--- src/rtl/smbrs_pkg.sv ---
package smbrs_pkg;

  localparam int BYTE_W   = 8;
  localparam int BCNT_W   = $clog2(BYTE_W + 1);
  localparam int NUM_REGS = 10;

  // register positions that the output mapping and readback depend on
  localparam int REG_OE_A   = 1;
  localparam int REG_OE_B   = 2;
  localparam int REG_RB_LO  = 3;
  localparam int REG_RB_HI  = 4;
  localparam int REG_IDMIX  = 5;
  localparam int REG_DEVID  = 6;
  localparam int REG_BCNT   = 7;
  localparam int REG_OE_C   = 8;

  localparam int OE_A_W  = 8;
  localparam int OE_B_W  = 6;
  localparam int OE_C_W  = 5;
  localparam int NUM_OUT = OE_A_W + OE_B_W + OE_C_W;

  localparam logic [6:0] BASE_ADDR7 = 7'h68;

  typedef enum logic [2:0] {
    S_IDLE, S_RX, S_RXACK, S_TX, S_TXACK, S_HOLD
  } bus_st_t;

  typedef enum logic [1:0] {
    K_ADDR, K_INDEX, K_COUNT, K_DATA
  } rx_kind_t;

  function automatic logic [BYTE_W-1:0] wmask(int i);
    case (i)
      REG_OE_A, REG_OE_B, REG_BCNT: return 8'hFF;
      REG_OE_C:                     return 8'((1 << OE_C_W) - 1);
      default:                      return 8'h00;
    endcase
  endfunction

  function automatic logic [BYTE_W-1:0] rstval(int i);
    case (i)
      REG_OE_A, REG_OE_B: return 8'hFF;
      REG_BCNT:           return 8'h07;
      REG_OE_C:           return 8'((1 << OE_C_W) - 1);
      default:            return 8'h00;
    endcase
  endfunction

endpackage

--- src/rtl/smbrs_filt.sv ---
module smbrs_filt #(
  parameter int STAGES = 2
) (
  input  logic clk,
  input  logic rst,
  input  logic din,
  output logic level,
  output logic level_prev
);
  logic [STAGES:0] pipe;

  always_ff @(posedge clk) begin
    if (rst) pipe <= '1;
    else     pipe <= {pipe[STAGES-1:0], din};
  end

  assign level      = pipe[STAGES-1];
  assign level_prev = pipe[STAGES];
endmodule

--- src/rtl/smbrs_regfile.sv ---
module smbrs_regfile
  import smbrs_pkg::*;
#(
  parameter int          N_REGS = NUM_REGS,
  parameter logic [3:0]  REV_ID = 4'h0,
  parameter logic [3:0]  VEN_ID = 4'h1,
  parameter logic [7:0]  DEV_ID = 8'hC2
) (
  input  logic                          clk,
  input  logic                          rst,
  input  logic                          wr_en,
  input  logic [BYTE_W-1:0]             wr_idx,
  input  logic [BYTE_W-1:0]             wr_data,
  input  logic [BYTE_W-1:0]             rd_idx,
  input  logic [BYTE_W-1:0]             rb_lo,
  input  logic [BYTE_W-1:0]             rb_hi,
  output logic [BYTE_W-1:0]             rd_data,
  output logic [N_REGS-1:0][BYTE_W-1:0] regs_q
);
  localparam logic [BYTE_W-1:0] RB_HI_MASK = 8'hDF;

  for (genvar g = 0; g < N_REGS; g++) begin : g_reg
    localparam logic [BYTE_W-1:0] M  = wmask(g);
    localparam logic [BYTE_W-1:0] RV = rstval(g);
    if (M != '0) begin : g_rw
      logic [BYTE_W-1:0] q;
      always_ff @(posedge clk) begin
        if (rst)
          q <= RV;
        else if (wr_en && wr_idx == BYTE_W'(g))
          q <= (wr_data & M) | (q & ~M);
      end
      assign regs_q[g] = q;
    end else begin : g_ro
      assign regs_q[g] = RV;
    end
  end

  always_comb begin
    rd_data = '0;
    for (int i = 0; i < N_REGS; i++)
      if (rd_idx == BYTE_W'(i)) rd_data = regs_q[i];
    if (rd_idx == BYTE_W'(REG_RB_LO)) rd_data = rb_lo;
    if (rd_idx == BYTE_W'(REG_RB_HI)) rd_data = rb_hi & RB_HI_MASK;
    if (rd_idx == BYTE_W'(REG_IDMIX)) rd_data = {REV_ID, VEN_ID};
    if (rd_idx == BYTE_W'(REG_DEVID)) rd_data = DEV_ID;
  end

  // output group A only moves on a write aimed at it
  p_oe_hold_r2: assert property (@(posedge clk) disable iff (rst)
    !(wr_en && wr_idx == BYTE_W'(REG_OE_A)) |=> $stable(regs_q[REG_OE_A]));

  // the count register only moves on a write aimed at it
  p_bcnt_hold_r4: assert property (@(posedge clk) disable iff (rst)
    !(wr_en && wr_idx == BYTE_W'(REG_BCNT)) |=> $stable(regs_q[REG_BCNT]));
endmodule

--- src/rtl/smbrs_engine.sv ---
module smbrs_engine
  import smbrs_pkg::*;
(
  input  logic              clk,
  input  logic              rst,
  input  logic              bus_en,
  input  logic              scl_s,
  input  logic              sda_s,
  input  logic              scl_rise,
  input  logic              scl_fall,
  input  logic              start_ev,
  input  logic              stop_ev,
  input  logic [6:0]        dev_addr,
  input  logic [BYTE_W-1:0] rd_data,
  input  logic [BYTE_W-1:0] bc_value,
  output logic [BYTE_W-1:0] idx_q,
  output logic              wr_en,
  output logic [BYTE_W-1:0] wr_idx,
  output logic [BYTE_W-1:0] wr_data,
  output logic              sda_oe
);
  localparam logic [BCNT_W-1:0] FULL = BCNT_W'(BYTE_W);

  bus_st_t           state;
  rx_kind_t          kind;
  logic [BCNT_W-1:0] bitcnt;
  logic [BYTE_W-1:0] rx_sh;
  logic [BYTE_W-1:0] tx_sh;
  logic [BYTE_W-1:0] remain;
  logic              reading;
  logic              got_ack;

  always_ff @(posedge clk) begin
    if (rst || !bus_en) begin
      state   <= S_IDLE;
      kind    <= K_ADDR;
      bitcnt  <= '0;
      rx_sh   <= '0;
      tx_sh   <= '0;
      remain  <= '0;
      reading <= 1'b0;
      got_ack <= 1'b0;
      sda_oe  <= 1'b0;
      wr_en   <= 1'b0;
      wr_idx  <= '0;
      wr_data <= '0;
      if (rst) idx_q <= '0;
    end else begin
      wr_en <= 1'b0;
      if (start_ev) begin
        state  <= S_RX;
        kind   <= K_ADDR;
        bitcnt <= '0;
        sda_oe <= 1'b0;
      end else if (stop_ev) begin
        state  <= S_IDLE;
        sda_oe <= 1'b0;
      end else begin
        case (state)
          S_RX: begin
            if (scl_rise && bitcnt < FULL) begin
              rx_sh  <= {rx_sh[BYTE_W-2:0], sda_s};
              bitcnt <= bitcnt + 1'b1;
            end else if (scl_fall && bitcnt == FULL) begin
              bitcnt <= '0;
              case (kind)
                K_ADDR: begin
                  if (rx_sh[BYTE_W-1:1] == dev_addr) begin
                    reading <= rx_sh[0];
                    kind    <= K_INDEX;
                    sda_oe  <= 1'b1;
                    state   <= S_RXACK;
                  end else begin
                    state <= S_HOLD;
                  end
                end
                K_INDEX: begin
                  idx_q  <= rx_sh;
                  kind   <= K_COUNT;
                  sda_oe <= 1'b1;
                  state  <= S_RXACK;
                end
                K_COUNT: begin
                  remain <= rx_sh;
                  kind   <= K_DATA;
                  sda_oe <= 1'b1;
                  state  <= S_RXACK;
                end
                default: begin
                  if (remain != '0) begin
                    wr_en   <= 1'b1;
                    wr_idx  <= idx_q;
                    wr_data <= rx_sh;
                    idx_q   <= idx_q + 1'b1;
                    remain  <= remain - 1'b1;
                    sda_oe  <= 1'b1;
                    state   <= S_RXACK;
                  end else begin
                    state <= S_HOLD;
                  end
                end
              endcase
            end
          end
          S_RXACK: begin
            if (scl_fall) begin
              if (reading) begin
                tx_sh   <= bc_value;
                sda_oe  <= ~bc_value[BYTE_W-1];
                bitcnt  <= BCNT_W'(1);
                reading <= 1'b0;
                state   <= S_TX;
              end else begin
                sda_oe <= 1'b0;
                state  <= S_RX;
              end
            end
          end
          S_TX: begin
            if (scl_fall) begin
              if (bitcnt < FULL) begin
                sda_oe <= ~tx_sh[BYTE_W-2];
                tx_sh  <= {tx_sh[BYTE_W-2:0], 1'b0};
                bitcnt <= bitcnt + 1'b1;
              end else begin
                sda_oe  <= 1'b0;
                got_ack <= 1'b0;
                state   <= S_TXACK;
              end
            end
          end
          S_TXACK: begin
            if (scl_rise) begin
              got_ack <= ~sda_s;
            end else if (scl_fall) begin
              if (got_ack) begin
                tx_sh  <= rd_data;
                sda_oe <= ~rd_data[BYTE_W-1];
                idx_q  <= idx_q + 1'b1;
                bitcnt <= BCNT_W'(1);
                state  <= S_TX;
              end else begin
                state <= S_HOLD;
              end
            end
          end
          default: ;
        endcase
      end
    end
  end

  // the pull-down only engages while the bus clock is low
  p_drive_scl_low_r2: assert property (@(posedge clk) disable iff (rst)
    $rose(sda_oe) |-> !$past(scl_s));

  // an absent reference clock silences the line and blocks writes
  p_clk_gate_r9: assert property (@(posedge clk) disable iff (rst)
    !bus_en |=> (!sda_oe && !wr_en));

  // a declined or foreign byte leaves the line released
  p_hold_release_r3: assert property (@(posedge clk) disable iff (rst)
    (state == S_HOLD) |-> !sda_oe);

  // each stored byte advances the index by exactly one
  p_idx_step_r2: assert property (@(posedge clk) disable iff (rst)
    wr_en |-> (idx_q == wr_idx + 1'b1));

  // a write request is a single-cycle pulse per byte
  p_wr_pulse_r2: assert property (@(posedge clk) disable iff (rst)
    wr_en |=> !wr_en);

  // a start always reopens the address phase
  p_start_restart_r10: assert property (@(posedge clk) disable iff (rst)
    (start_ev && bus_en) |=> (state == S_RX && bitcnt == '0 && !sda_oe));
endmodule

--- src/rtl/smbus_ctrl_regs.sv ---
module smbus_ctrl_regs
  import smbrs_pkg::*;
#(
  parameter int         FILT_STAGES = 2,
  parameter logic [3:0] REV_ID      = 4'h0,
  parameter logic [3:0] VEN_ID      = 4'h1,
  parameter logic [7:0] DEV_ID      = 8'hC2
) (
  input  logic               clk,
  input  logic               rst,
  input  logic               ref_clk_ok,
  input  logic [2:0]         strap_sel,
  input  logic               scl_in,
  input  logic               sda_in,
  output logic               sda_pull,
  input  logic [BYTE_W-1:0]  rb_lo,
  input  logic [BYTE_W-1:0]  rb_hi,
  output logic [NUM_OUT-1:0] oe_ctl,
  output logic               bw_low,
  output logic               pll_on
);
  logic scl_s, scl_p, sda_s, sda_p;
  logic scl_rise, scl_fall, start_ev, stop_ev;
  logic [6:0] dev_addr;
  logic [BYTE_W-1:0] idx_q, wr_idx, wr_data, rd_data;
  logic wr_en;
  logic [NUM_REGS-1:0][BYTE_W-1:0] regs_q;

  smbrs_filt #(.STAGES(FILT_STAGES)) u_scl_filt (
    .clk(clk), .rst(rst), .din(scl_in), .level(scl_s), .level_prev(scl_p));
  smbrs_filt #(.STAGES(FILT_STAGES)) u_sda_filt (
    .clk(clk), .rst(rst), .din(sda_in), .level(sda_s), .level_prev(sda_p));

  assign scl_rise = scl_s & ~scl_p;
  assign scl_fall = ~scl_s & scl_p;
  assign start_ev = scl_s & scl_p & sda_p & ~sda_s;
  assign stop_ev  = scl_s & scl_p & ~sda_p & sda_s;
  assign dev_addr = BASE_ADDR7 + {4'b0000, strap_sel};

  smbrs_engine u_engine (
    .clk(clk), .rst(rst), .bus_en(ref_clk_ok),
    .scl_s(scl_s), .sda_s(sda_s), .scl_rise(scl_rise), .scl_fall(scl_fall),
    .start_ev(start_ev), .stop_ev(stop_ev), .dev_addr(dev_addr),
    .rd_data(rd_data), .bc_value(regs_q[REG_BCNT]),
    .idx_q(idx_q), .wr_en(wr_en), .wr_idx(wr_idx), .wr_data(wr_data),
    .sda_oe(sda_pull));

  smbrs_regfile #(
    .N_REGS(NUM_REGS), .REV_ID(REV_ID), .VEN_ID(VEN_ID), .DEV_ID(DEV_ID)
  ) u_regs (
    .clk(clk), .rst(rst), .wr_en(wr_en), .wr_idx(wr_idx), .wr_data(wr_data),
    .rd_idx(idx_q), .rb_lo(rb_lo), .rb_hi(rb_hi), .rd_data(rd_data),
    .regs_q(regs_q));

  assign oe_ctl = {regs_q[REG_OE_C][OE_C_W-1:0],
                   regs_q[REG_OE_B][OE_B_W-1:0],
                   regs_q[REG_OE_A][OE_A_W-1:0]};
  assign bw_low = regs_q[REG_OE_B][7];
  assign pll_on = regs_q[REG_OE_B][6];

  // the enable outputs only change one cycle after a register write
  p_oe_write_only_r11: assert property (@(posedge clk) disable iff (rst)
    !$past(wr_en) |-> $stable(oe_ctl));
endmodule

--- config.mk ---
export PLATFORM = sky130hd
export DESIGN_NAME = smbus_ctrl_regs
export DESIGN_NICKNAME = d
export VERILOG_FILES = /design/src/rtl/smbrs_pkg.sv /design/src/rtl/smbrs_filt.sv /design/src/rtl/smbrs_regfile.sv /design/src/rtl/smbrs_engine.sv /design/src/rtl/smbus_ctrl_regs.sv
export SDC_FILE = /design/constraint.sdc
export NUM_CORES = 1
export LEC_CHECK = 0
export BUFFER_PORTS_ARGS = -buffer_cell sky130_fd_sc_hd__clkbuf_2
export CAP_MARGIN = 30
export CORE_ASPECT_RATIO = 1.25
export CORE_UTILIZATION = 50
export CTS_CLUSTER_SIZE = 25
export DETAILED_ROUTE_END_ITERATION = 10
export GPL_TIMING_DRIVEN = 0
export PLACE_DENSITY = 0.69
export SYNTH_ARGS = -nofsm -noshare
export SYNTH_HDL_FRONTEND = slang
export SYNTH_SLANG_ARGS = --single-unit
--- constraint.sdc ---
create_clock -name clk -period 2.79 [get_ports clk]
set_input_delay 0.558 -clock clk [delete_from_list [all_inputs] [get_ports clk]]
set_output_delay 0.558 -clock clk [all_outputs]
set_load 0.05 [all_outputs]
Yosys cells after proc, flatten, opt, wreduce, memory -nomap -nowiden. Cells that the tools add are included.

Word-level logic and storage cells: 221. Bits of input ports: 24. Bits in registers: 98. Output and inout port bits: 22.

Equal/unequal tests: 55. Reductions and logical operators: 37. Order comparisons: 1. $add $sub $neg: 4. Multiplexer cells: 82. Bitwise logic cells: 22.

Operator list (number): $mux W8 (20); $mux W7 (7); $pmux W8 S2 (3); $eq A8 B3 Y1 const B (5); $mux W4 (9); $mux W3 (10); $reduce_and A10 Y1 (3); $ne A2 B1 Y1 const B (13); $eq A8 B2 Y1 const B (3); $eq A8 B4 Y1 const B (3); $reduce_and A8 Y1 (3); $mux W1 (22); $pmux W7 S3 (1); $eq A8 B1 Y1 const B (2); $ne A4 B3 Y1 const B (4); $pmux W4 S4 (1); $not A1 Y1 (14); $reduce_and A7 Y1 (2); $ne A3 B1 Y1 const B (4); $ne A4 B4 Y1 const B (3); $pmux W3 S4 (1); $reduce_and A6 Y1 (2); $reduce_and A11 Y1 (1); $ne A3 B2 Y1 const B (3); 36 further kinds (62).

Longest topological paths before layout. Gate-level depths: netlist of run 1.

Depth in word-level cells: 15. Depth in mapped cells: 9. Depth with buffers taken out: 8.

Modules after synthesis. Synthesis of run 1 repeated with hierarchy kept, for this count alone.

Cell total of the unflattened synthesis: 736. Area total of the unflattened synthesis: 5850.6 sq um.

Modules (own cells, without submodules): smbrs_engine (sequential area each 1281.2 sq um, cells an instance 451, times used 1, area an instance 3559.7 sq um); smbrs_regfile (sequential area each 580.6 sq um, cells an instance 267, times used 1, area an instance 2093.3 sq um); smbrs_filt (sequential area each 60.1 sq um, cells an instance 6, times used 2, area an instance 78.8 sq um); smbus_ctrl_regs (sequential area each 0.0 sq um, cells an instance 6, times used 1, area an instance 40.0 sq um).

Worst setup path before layout of run 1. No wires, ideal clock.

Path type: reg2reg. Start: register u_engine.idx_q[0]. End: register u_engine.tx_sh[0]. Stages on the path, launching flop included: 9. Setup time: 86 ps. Data required time: 2704 ps. Arrival time: 1872 ps. Clock period less this slack: 1958 ps. Setup slack: 832 ps. Cell sequence: edfxtp_1 inv_1 ha_1 or4bb_1 a211oi_1 o211ai_1 o41ai_1 a32oi_1 a211oi_1.

Cells in the longest elaborated chain, start to end: 14.

Ends and longest elaborated chain: start, declared (line smbrs_engine.sv:16) `output logic [BYTE_W-1:0] idx_q,`; start signal, assigned (line smbrs_engine.sv:78) `idx_q <= rx_sh;`; start signal, assigned (line smbrs_engine.sv:94) `idx_q <= idx_q + 1'b1;`; start signal, assigned (line smbrs_engine.sv:139) `idx_q <= idx_q + 1'b1;`; $eq A8 B1 Y1 (line smbrs_regfile.sv:42) `if (rd_idx == BYTE_W'(i)) rd_data = regs_q[i];`; $mux W8 (5 in series) (line smbrs_regfile.sv:42); $mux W8 (line smbrs_regfile.sv:43) `if (rd_idx == BYTE_W'(REG_RB_LO)) rd_data = rb_lo;`; $mux W8 (line smbrs_regfile.sv:44) `if (rd_idx == BYTE_W'(REG_RB_HI)) rd_data = rb_hi & RB_HI_MASK;`; $mux W8 (line smbrs_regfile.sv:45) `if (rd_idx == BYTE_W'(REG_IDMIX)) rd_data = {REV_ID, VEN_ID};`; $mux W8 * (line smbrs_regfile.sv:46) `if (rd_idx == BYTE_W'(REG_DEVID)) rd_data = DEV_ID;`; $mux W7 * (line smbrs_engine.sv:136) `if (got_ack) begin`; $mux W7 * (line smbrs_engine.sv:135) `end else if (scl_fall) begin`; $mux W7 * (line smbrs_engine.sv:133) `if (scl_rise) begin`; $pmux W7 S3 * (line smbrs_engine.sv:59) `case (state)`; end signal, assigned (line smbrs_engine.sv:108) `tx_sh <= bc_value;`; end signal, assigned (line smbrs_engine.sv:123) `tx_sh <= {tx_sh[BYTE_W-2:0], 1'b0};`; end signal, assigned (line smbrs_engine.sv:137) `tx_sh <= rd_data;`; end, declared (line smbrs_engine.sv:28) `logic [BYTE_W-1:0] tx_sh;`.

Every way passes the cells marked *; elsewhere a longest branch is shown, timed or not. The select of a mux whose other input is x is not followed. A chain may end at the register's enable or synchronous reset.

Worst setup path after layout of run 1. Same ends and word-level chain as after synthesis.

==> reports/metrics.yaml, run 1 <==
outcome: "finished clean"
timing.final.hold_violations: 0
drt_first_iter_violations: 316
globalRoute.totalOverflow: 0
final_cells: 853
fin_skew_ns: 0.00962
static_leakage_power_nw: 2.16
avgSynthCellArea_um2: 8.30
floorplan.rows: 42
die_w_um: 95.8
drv_slew: 0
synth_top_flop_cell: "dfxtp_1"
n_antenna_cell: 0
wl_um: 15700
regToRegSetupSlack_ns: 0.26
layout.cell_area.non_filler_um2: 6170
hold-worst-slack_ns: 0.399
vdd_ir_drop_max_uv: 259
mappedNetlistNets: 699
setup_viols_final: 0
tritonroute_pass_1_iters: 5
worst-slew-pin-transition_ns: 0.729
i_o_pin_count: 46
clock.fmax_ghz: 0.395
gp_congestion: 0.947
worst_hold_path_type: "primary input to register"
power.density_cell_area_nw_per_um2: 460
postRouteAntennaNets: 0
final_core_utilization_pct: 57.8
height_of_the_chip_um: 119
viasPerCell: 6.01
post-synth-top-count-cell: "dfxtp_1"
synth_area_um2: 5500
grt.total_usage_pct: 28.8
drive_above_1_share_pct: 16.5
min_period_over_period_pct: 90.7
number_of_buffers_on_the_longest_clock_path: 2
antenna_violations_before_repair: 0
post_synth_inst_count: 663
pin_count_of_the_biggest_net_entering_global_routing: 16
worst_skew_pair.late_latency_ns: 0.35
post_synth_edffs: 8
drv.max_cap_violation_count: 0
grt_pass1_vias: 4927
die-area_um2: 11400
cts.sinks: 95
place_inst: 838
critPathCaptureType: "register"
fin_nets: 753
detail_route.drc_violations: 0
crit_required_ns: 3.05
postCtsSetupRepairBufs: 0
ctsRootBufferMaster: "clkbuf_16"
hpwlAfterDp_um: 11700
synth-seq-area-share_pct: 36.0
grt_pass1_wl_um: 25000
critPathLaunchType: "register"
numCtsBuffers: 9
yosys_top_cell_by_area: "dfxtp_1"
timing.max_slew.rel_slack_pct: 51.0
ys_seq_elements: 95
cp_data_arrival_time_ns: 2.79
syn_to_final_growth_pct: 12.1
tns_ns: 0
drt-wirelength-per-cell_um: 18.4
core-area_um2: 10700
dpl-instance-area_um2: 5880
unrepaired_setup_endpoints_after_global_routing: "false"
synth_cell_type_count: 76
initial_utilization_pct: 51.6
worstPathMaxFanout: 10
cts_htree_levels: 3
num_vias: 5126
async_flop_share_pct: 0
buffer_ports.inserted: 43
tritoncts: "built"
period_needed_ns: 2.53
post-synth-top-area-fraction_pct: 31.7
post_synth_main_area_contributors: "dfxtp_1, nor2_1, a21oi_1"
clkTransAtPathRegs_ns: 0.07
netlist_top_cells_count: "dfxtp_1, nor2_1, nand2_1, a21oi_1, clkbuf_1"
critPathKind: "register to register"
synth-warning-count: 0
==> what timing repair did <==
item                                   in CTS  in global routing
endpoints found under the hold margin       0                  0
resized for setup                           0                  1
setup endpoints to repair                   0                  1
hold buffers                                0                  0
==> sequential cells by signal, summed over array words and instances, names as in the netlist, 4 cells and up <==
signal / flops
u_engine.bitcnt: 4
u_engine.idx_q: 8
u_engine.remain: 8
u_engine.rx_sh: 8
u_engine.tx_sh: 7
u_engine.wr_data: 8
u_engine.wr_idx: 8
u_regs.g.g_rw.q: 29
==> report_power, final <==
part | total [mW] | internal [mW] | switching (mW)
Clock | 1.23 | 0.694 | 0.536
Sequential | 1.40 | 1.39 | 0.0113
Combinational | 0.209 | 0.0700 | 0.139
Total | 2.84 | 2.15 | 0.686
==> stage by stage <==
step | power [mW] | setup WS [ns]
2_1_floorplan | 1.56 | 0.832
3_3_place_gp | 1.63 | 0.311
3_5_place_dp | 1.63 | 0.333
4_1_cts | 2.85 | 0.305
5_1_grt | 2.93 | 0.0404
6_report | 2.84 | 0.260
==> critical path, cell delays in order, from the launching register on <==
cell and delay (ns):
edfxtp_1 0.46, ha_1 0.20, clkbuf_1 0.37, buf_1 0.48, a21oi_1 0.12, o41ai_1 0.40, a32oi_1 0.15, a211oi_1 0.25
==> per-layer routing <==
| metal | GRT usage, % | share of wire (%) | vias to the layer above |
|---|---|---|---|
| met5 | 0 | 0 | - |
| met4 | 16.5 | 4.9 | 0 |
| met3 | 5.81 | 5.7 | 57 |
| met2 | 48.2 | 48 | 212 |
| met1 | 33.4 | 41 | 2390 |
| li1 | - | - | 2467 |
==> final cells by class <==
type | count | area [um^2]
sequential | 95 | 1980
clock buffer | 10 | 229
fill | 1018 | 4500
inverter | 19 | 71.3
multi-input combinational | 484 | 3090
timing repair buffer | 43 | 215
clock inverter | 5 | 57.6
tap | 132 | 165
buffer | 65 | 358
==> layout by cell type (no fill, tap or decap), types with 9 or more instances in the layout <==
cell	instances
nand2b_1	9
buf_2	10
nand3_1	20
a21oi_1	52
o21ai_0	21
dfxtp_1	87
nor2_1	85
ha_1	12
clkbuf_2	43
clkbuf_16	9
nand2_1	54
buf_4	19
mux2i_1	24
clkbuf_1	30
inv_1	19
a211oi_1	19
nor2b_1	23
a211o_1	21
==> cells by family after synthesis <==
kind of cell	after synthesis	synth area share, %
muxes	26	4.84
DFF	95	36.0
buffers and inverters	84	7.80
xor gates and xnor gates	9	1.43
adders and majority gates	12	2.73
AOI/OAI and AO/OA	185	23.0
and+or+nand+nor	252	24.2
==> worst paths after layout <==
| path | start | end | cells after the start |
|---|---|---|---|
| min | scl_in | u_scl_filt.pipe[0]$_SDFF_PP1_ | 2 |
| max | u_engine.idx_q[0]$_SDFFCE_PN0P_ | u_engine.tx_sh[0]$_SDFFE_PN0P_ | 7 |
| min reg2reg | u_sda_filt.pipe[0]$_SDFF_PP1_ | u_sda_filt.pipe[1]$_SDFF_PP1_ | 1 |
| max reg2reg | u_engine.idx_q[0]$_SDFFCE_PN0P_ | u_engine.tx_sh[0]$_SDFFE_PN0P_ | 7 |
Power figures use the tool's default switching activity.
==> inputs of run 2 (changes only) <==
==> constraint.sdc (replaced) <==
create_clock -name clk -period 2.79 [get_ports clk]
set_input_delay 0.1395 -clock clk [delete_from_list [all_inputs] [get_ports clk]]
set_output_delay 0.1395 -clock clk [all_outputs]
set_load 0.05 [all_outputs]
==> run 2 against run 1 <==
  * Die area is the same
  * Clock power hardly changed
  * Cell count grew 0.23%
  * Combinational power is essentially flat
  * Clock skew rose by 0.0012 ns
==> reports/metrics.yaml, run 2 (synthesis gave the netlist of run 1 again) <==
critPathLaunchType: "register"
fin_nets: 755
drv.max_cap_violation_count: 0
static_leakage_power_nw: 2.17
core-area_um2: 10700
cp_data_arrival_time_ns: 2.80
number_of_buffers_on_the_longest_clock_path: 2
tritonroute_pass_1_iters: 5
floorplan.rows: 42
drt_first_iter_violations: 279
tns_ns: 0
total_net_switching_power_uw: 691
detail_route.drc_violations: 0
critPathKind: "register to register"
n_antenna_cell: 0
ctsRootBufferMaster: "clkbuf_16"
worst_skew_pair.late_latency_ns: 0.35
timing.max_slew.rel_slack_pct: 52.2
register_area_um2: 1980
cts.sinks: 95
gp_congestion: 0.947
globalRoute.totalOverflow: 0
drt-wirelength-per-cell_um: 18.4
die_w_um: 95.8
hold-worst-slack_ns: 0.298
crit_required_ns: 3.05
outcome: "finished clean"
cts_htree_levels: 3
clock.fmax_ghz: 0.394
clkTransAtPathRegs_ns: 0.07
power.share.switching_pct: 24.3
layout.filler_cells: 1017
hpwlAfterDp_um: 11700
syn_to_final_growth_pct: 12.5
pin_count_of_the_biggest_net_entering_global_routing: 16
critPathCaptureType: "register"
period_needed_ns: 2.54
setup_viols_final: 0
wl_um: 15700
worstPathMaxFanout: 10
grt_pass1_vias: 4930
power.sequential.fraction_pct: 49.1
clkPwrFrac_pct: 43.4
tritoncts: "built"
vdd_ir_drop_max_uv: 261
timing.final.hold_violations: 0
min_period_over_period_pct: 90.9
power.density_cell_area_nw_per_um2: 459
layout.cell_area.non_filler_um2: 6190
drv_slew: 0
num_vias: 5154
largest_register: "u_regs.g.g_rw.q"
i_o_pin_count: 46
fin_skew_ns: 0.0108
die-area_um2: 11400
height_of_the_chip_um: 119
grt.total_usage_pct: 28.8
power_frac_comb_pct: 7.4
worst_hold_path_type: "primary input to register"
dpl-instance-area_um2: 5880
largest_register_ffs: 29
antenna_violations_before_repair: 0
multi_input_area_um2: 3090
buffer_ports.inserted: 43
viasPerCell: 6.03
mostFrequentLayoutCell: "dfxtp_1"
postRouteAntennaNets: 0
postCtsSetupRepairBufs: 0
unrepaired_setup_endpoints_after_global_routing: "false"
worst-slew-pin-transition_ns: 0.711
layout.cells.most_common_list: "dfxtp_1, nor2_1, nand2_1, a21oi_1, clkbuf_2"
initial_utilization_pct: 51.6
numCtsBuffers: 9
p_int_mw: 2.15
drive_above_1_share_pct: 16.5
grt_pass1_wl_um: 25000
## run 2: worst max-delay path: stages (launching register included)
cell and delay, ns:
edfxtp_1 0.46, ha_1 0.20, clkbuf_1 0.37, buf_1 0.48, a21oi_1 0.13, o41ai_1 0.40
a32oi_1 0.15, a211oi_1 0.25
## run 2: timing repair
item | 4_1_cts | 5_1_grt
hold endpoints to repair | 2 | 0
gates resized for setup | 0 | 1
endpoints found under the setup margin | 0 | 1
hold buffers | 2 | 0
## run 2: final timing paths
| path | startpoint | end | slack [ns] | cells past startpoint |
|---|---|---|---|---|
| worst max-delay path | u_engine.idx_q[0]$_SDFFCE_PN0P_ | u_engine.tx_sh[0]$_SDFFE_PN0P_ | 0.25 | 7 |
| worst min-delay path | rb_hi[2] | u_engine.tx_sh[2]$_SDFFE_PN0P_ | 0.30 | 5 |
| worst max register to register | u_engine.idx_q[0]$_SDFFCE_PN0P_ | u_engine.tx_sh[0]$_SDFFE_PN0P_ | 0.25 | 7 |
| worst min register to register | u_sda_filt.pipe[0]$_SDFF_PP1_ | u_sda_filt.pipe[1]$_SDFF_PP1_ | 0.41 | 1 |
## run 2: cell type report
class / instances / share of cell area, %
Multi-Input combinational cell: 484 / 49.9
Inverter: 19 / 1.15
Tap cell: 132 / 2.67
Sequential cell: 95 / 32.0
Buffer: 65 / 5.78
Clock buffer: 10 / 3.70
Clock inverter: 5 / 0.930
Timing Repair Buffer: 45 / 3.80
## run 2: metrics by stage
stage	instances	total power, mW	util (%)	setup slack, ns
CTS	855	2.85	58.0	0.305
global route	855	2.93	58.0	0.0404
finish	855	2.84	58.0	0.254
floorplan	663	1.56	-	0.832
global placement	838	1.63	55.1	0.311
detailed placement	838	1.63	55.1	0.333
## run 2: metal layers
| metal | global-route usage, % | up-vias | share of wire, % |
|---|---|---|---|
| li1 | - | 2476 | - |
| met1 | 33.5 | 2418 | 41 |
| met3 | 5.81 | 53 | 5.5 |
| met2 | 48.2 | 207 | 49 |
| met4 | 16.5 | 0 | 4.6 |
| met5 | 0 | - | 0 |
## run 2: power groups by stage
stage	sequential (mW)	clock [mW]	combinational (mW)
final	1.40	1.23	0.211
after detailed placement	1.43	0	0.205
after global routing	1.40	1.30	0.230
after global placement	1.43	0	0.202
after floorplan	1.42	0	0.135
after CTS	1.40	1.24	0.208
==> inputs of run 3 (changes only) <==
--- a/config.mk
+++ b/config.mk
@@ -12,7 +12,7 @@
 export CTS_CLUSTER_SIZE = 25
 export DETAILED_ROUTE_END_ITERATION = 10
 export GPL_TIMING_DRIVEN = 0
-export PLACE_DENSITY = 0.69
+export PLACE_DENSITY_LB_ADDON = 0.15
 export SYNTH_ARGS = -nofsm -noshare
 export SYNTH_HDL_FRONTEND = slang
 export SYNTH_SLANG_ARGS = --single-unit
==> run 3 against run 2 <==
  * Sequential power is essentially flat
  * Die area is the same
  * Sequential share of layout area shrank 0.15 points
  * Critical path type unchanged
  * Largest cell class unchanged
  * Setup slack lost 0.12 ns
  * Global-route usage grew 0.19 points
  * Cell count grew 0.12%
  * Critical path depth is the same
  * Total power grew 2.9%
  * Core utilization grew 0.27 points
==> reports/metrics.yaml, run 3 (synthesis gave the netlist of run 1 again) <==
outcome: "finished clean"
cts_htree_levels: 3
numCtsBuffers: 9
largest_register: "u_regs.g.g_rw.q"
slowest_delay_ns: 0.51
crit_required_ns: 3.06
drv.max_cap_violation_count: 0
crit_slowest_cell: "buf_1"
power.sequential.fraction_pct: 47.7
drv_slew: 0
final_cells: 856
vdd_ir_drop_max_uv: 314
r2r-end: "u_engine.tx_sh[0]$_SDFFE_PN0P_"
layout.cells.most_common_list: "dfxtp_1, nor2_1, nand2_1, a21oi_1, clkbuf_2"
dpl-instance-area_um2: 5880
total_net_switching_power_uw: 712
power.share.switching_pct: 24.3
tritonroute_pass_1_iters: 5
layout.cell_area.non_filler_um2: 6220
worst_hold_path_type: "primary input to register"
critical_path_cell_sequence: "ha_1 > clkbuf_1 > buf_1 > a21oi_1 > o41ai_1 > a32oi_1 > a211oi_1"
largest_register_ffs: 29
num_vias: 5177
syn_to_final_growth_pct: 13.0
grt.total_usage_pct: 29.0
clkTransAtPathRegs_ns: 0.07
clkPwrFrac_pct: 45.0
worst_skew_pair.late_latency_ns: 0.36
place_inst: 838
layout.filler_cells: 1022
fin_skew_ns: 0.0111
initial_utilization_pct: 51.6
number_of_buffers_on_the_longest_clock_path: 2
gp_congestion: 0.949
postRouteAntennaNets: 0
worstPathMaxFanout: 10
tns_ns: 0
worst-slew-pin-transition_ns: 0.781
postCtsSetupRepairBufs: 0
critPathCaptureType: "register"
detail_route.drc_violations: 0
buffer_ports.inserted: 43
p_int_mw: 2.21
period_needed_ns: 2.66
die_w_um: 95.8
setup_viols_final: 0
floorplan.rows: 42
pin_count_of_the_biggest_net_entering_global_routing: 17
core-area_um2: 10700
grt_pass1_wl_um: 25000
unrepaired_setup_endpoints_after_global_routing: "false"
viasPerCell: 6.05
i_o_pin_count: 46
worst_setup_path_endpoint: "u_engine.tx_sh[0]$_SDFFE_PN0P_"
critPathKind: "register to register"
fin_total_pwr_mw: 2.93
fin_ws_ns: 0.134
wl_um: 16000
timing.max_slew.rel_slack_pct: 47.5
setup_crit_start: "u_engine.idx_q[0]$_SDFFCE_PN0P_"
clock.fmax_ghz: 0.376
power.density_cell_area_nw_per_um2: 471
ctsRootBufferMaster: "clkbuf_16"
min_period_over_period_pct: 95.2
hpwlAfterDp_um: 11800
critPathLaunchType: "register"
drt_first_iter_violations: 253
cts.sinks: 95
regToRegSetupSlack_ns: 0.13
cts.repair.resized: 0
dpl_worst_slack_ns: 0.246
worst_r2r_path_depth: 7
antenna_violations_before_repair: 0
timing.final.hold_violations: 0
fin_nets: 755
n_antenna_cell: 0
drt-wirelength-per-cell_um: 18.7
globalRoute.totalOverflow: 0
drive_above_1_share_pct: 16.6
grt_pass1_vias: 4857
r2r_start: "u_engine.idx_q[0]$_SDFFCE_PN0P_"
die-area_um2: 11400
static_leakage_power_nw: 2.18
power_frac_comb_pct: 7.3
cp_data_arrival_time_ns: 2.92
height_of_the_chip_um: 119
mostFrequentLayoutCell: "dfxtp_1"
tritoncts: "built"
## run 3: area by class of cell
class / count / area (um^2) / share of cell area (%)
multi-input cells: 484 / 3090 / 49.7
inverters: 19 / 71.3 / 1.15
clock inverters: 5 / 61.3 / 0.986
well taps: 132 / 165 / 2.66
repair buffers: 45 / 235 / 3.78
clock buffers: 11 / 254 / 4.09
plain buffers: 65 / 358 / 5.76
flip-flops and latches: 95 / 1980 / 31.9
## run 3: worst min path at each step
stage                  start                             end  cells past startpoint
floorplan             scl_in   u_scl_filt.pipe[0]$_SDFF_PP1_                      1
global placement      sda_in   u_sda_filt.pipe[0]$_SDFF_PP1_                      2
detailed placement    sda_in   u_sda_filt.pipe[0]$_SDFF_PP1_                      2
CTS                 rb_hi[2]  u_engine.tx_sh[2]$_SDFFE_PN0P_                      5
global route        rb_hi[2]  u_engine.tx_sh[2]$_SDFFE_PN0P_                      5
finish              rb_hi[2]  u_engine.tx_sh[2]$_SDFFE_PN0P_                      5
## run 3: power by group through the flow
stage | Combinational (mW) | Sequential [mW] | Clock (mW)
2_1_floorplan | 0.135 | 1.42 | 0
3_3_place_gp | 0.206 | 1.43 | 0
3_5_place_dp | 0.208 | 1.43 | 0
4_1_cts | 0.212 | 1.40 | 1.32
5_1_grt | 0.234 | 1.40 | 1.37
6_report | 0.214 | 1.40 | 1.32
## run 3: metal layers
metal,global-route usage [%],part of all wire (%),vias up
met2,49.0,48,169
met3,4.41,5.0,46
met5,0,0,-
met4,16.3,4.8,0
li1,-,-,2480
met1,34.4,42,2482
## run 3: worst max-delay path: cells and delay by family, from the launching register on
family | cells | cell delay, ns
DFF | 1 | 0.46
buffers and inverters | 2 | 0.89
AOI/OAI and AO/OA | 4 | 1.02
adders and majority gates | 1 | 0.20
## run 3: stage by stage
step | hold WS [ns] | util (%)
final | 0.312 | 58.3
after global routing | 0.323 | 58.3
after CTS | 0.298 | 58.3
after detailed placement | 0.332 | 55.1
after global placement | 0.322 | 55.1
after floorplan | 0.243 | -
## run 3: timing repair
item | 4_1_cts | 5_1_grt
endpoints found under the hold margin | 2 | 0
setup endpoints to repair | 0 | 0
hold buffers | 2 | 0
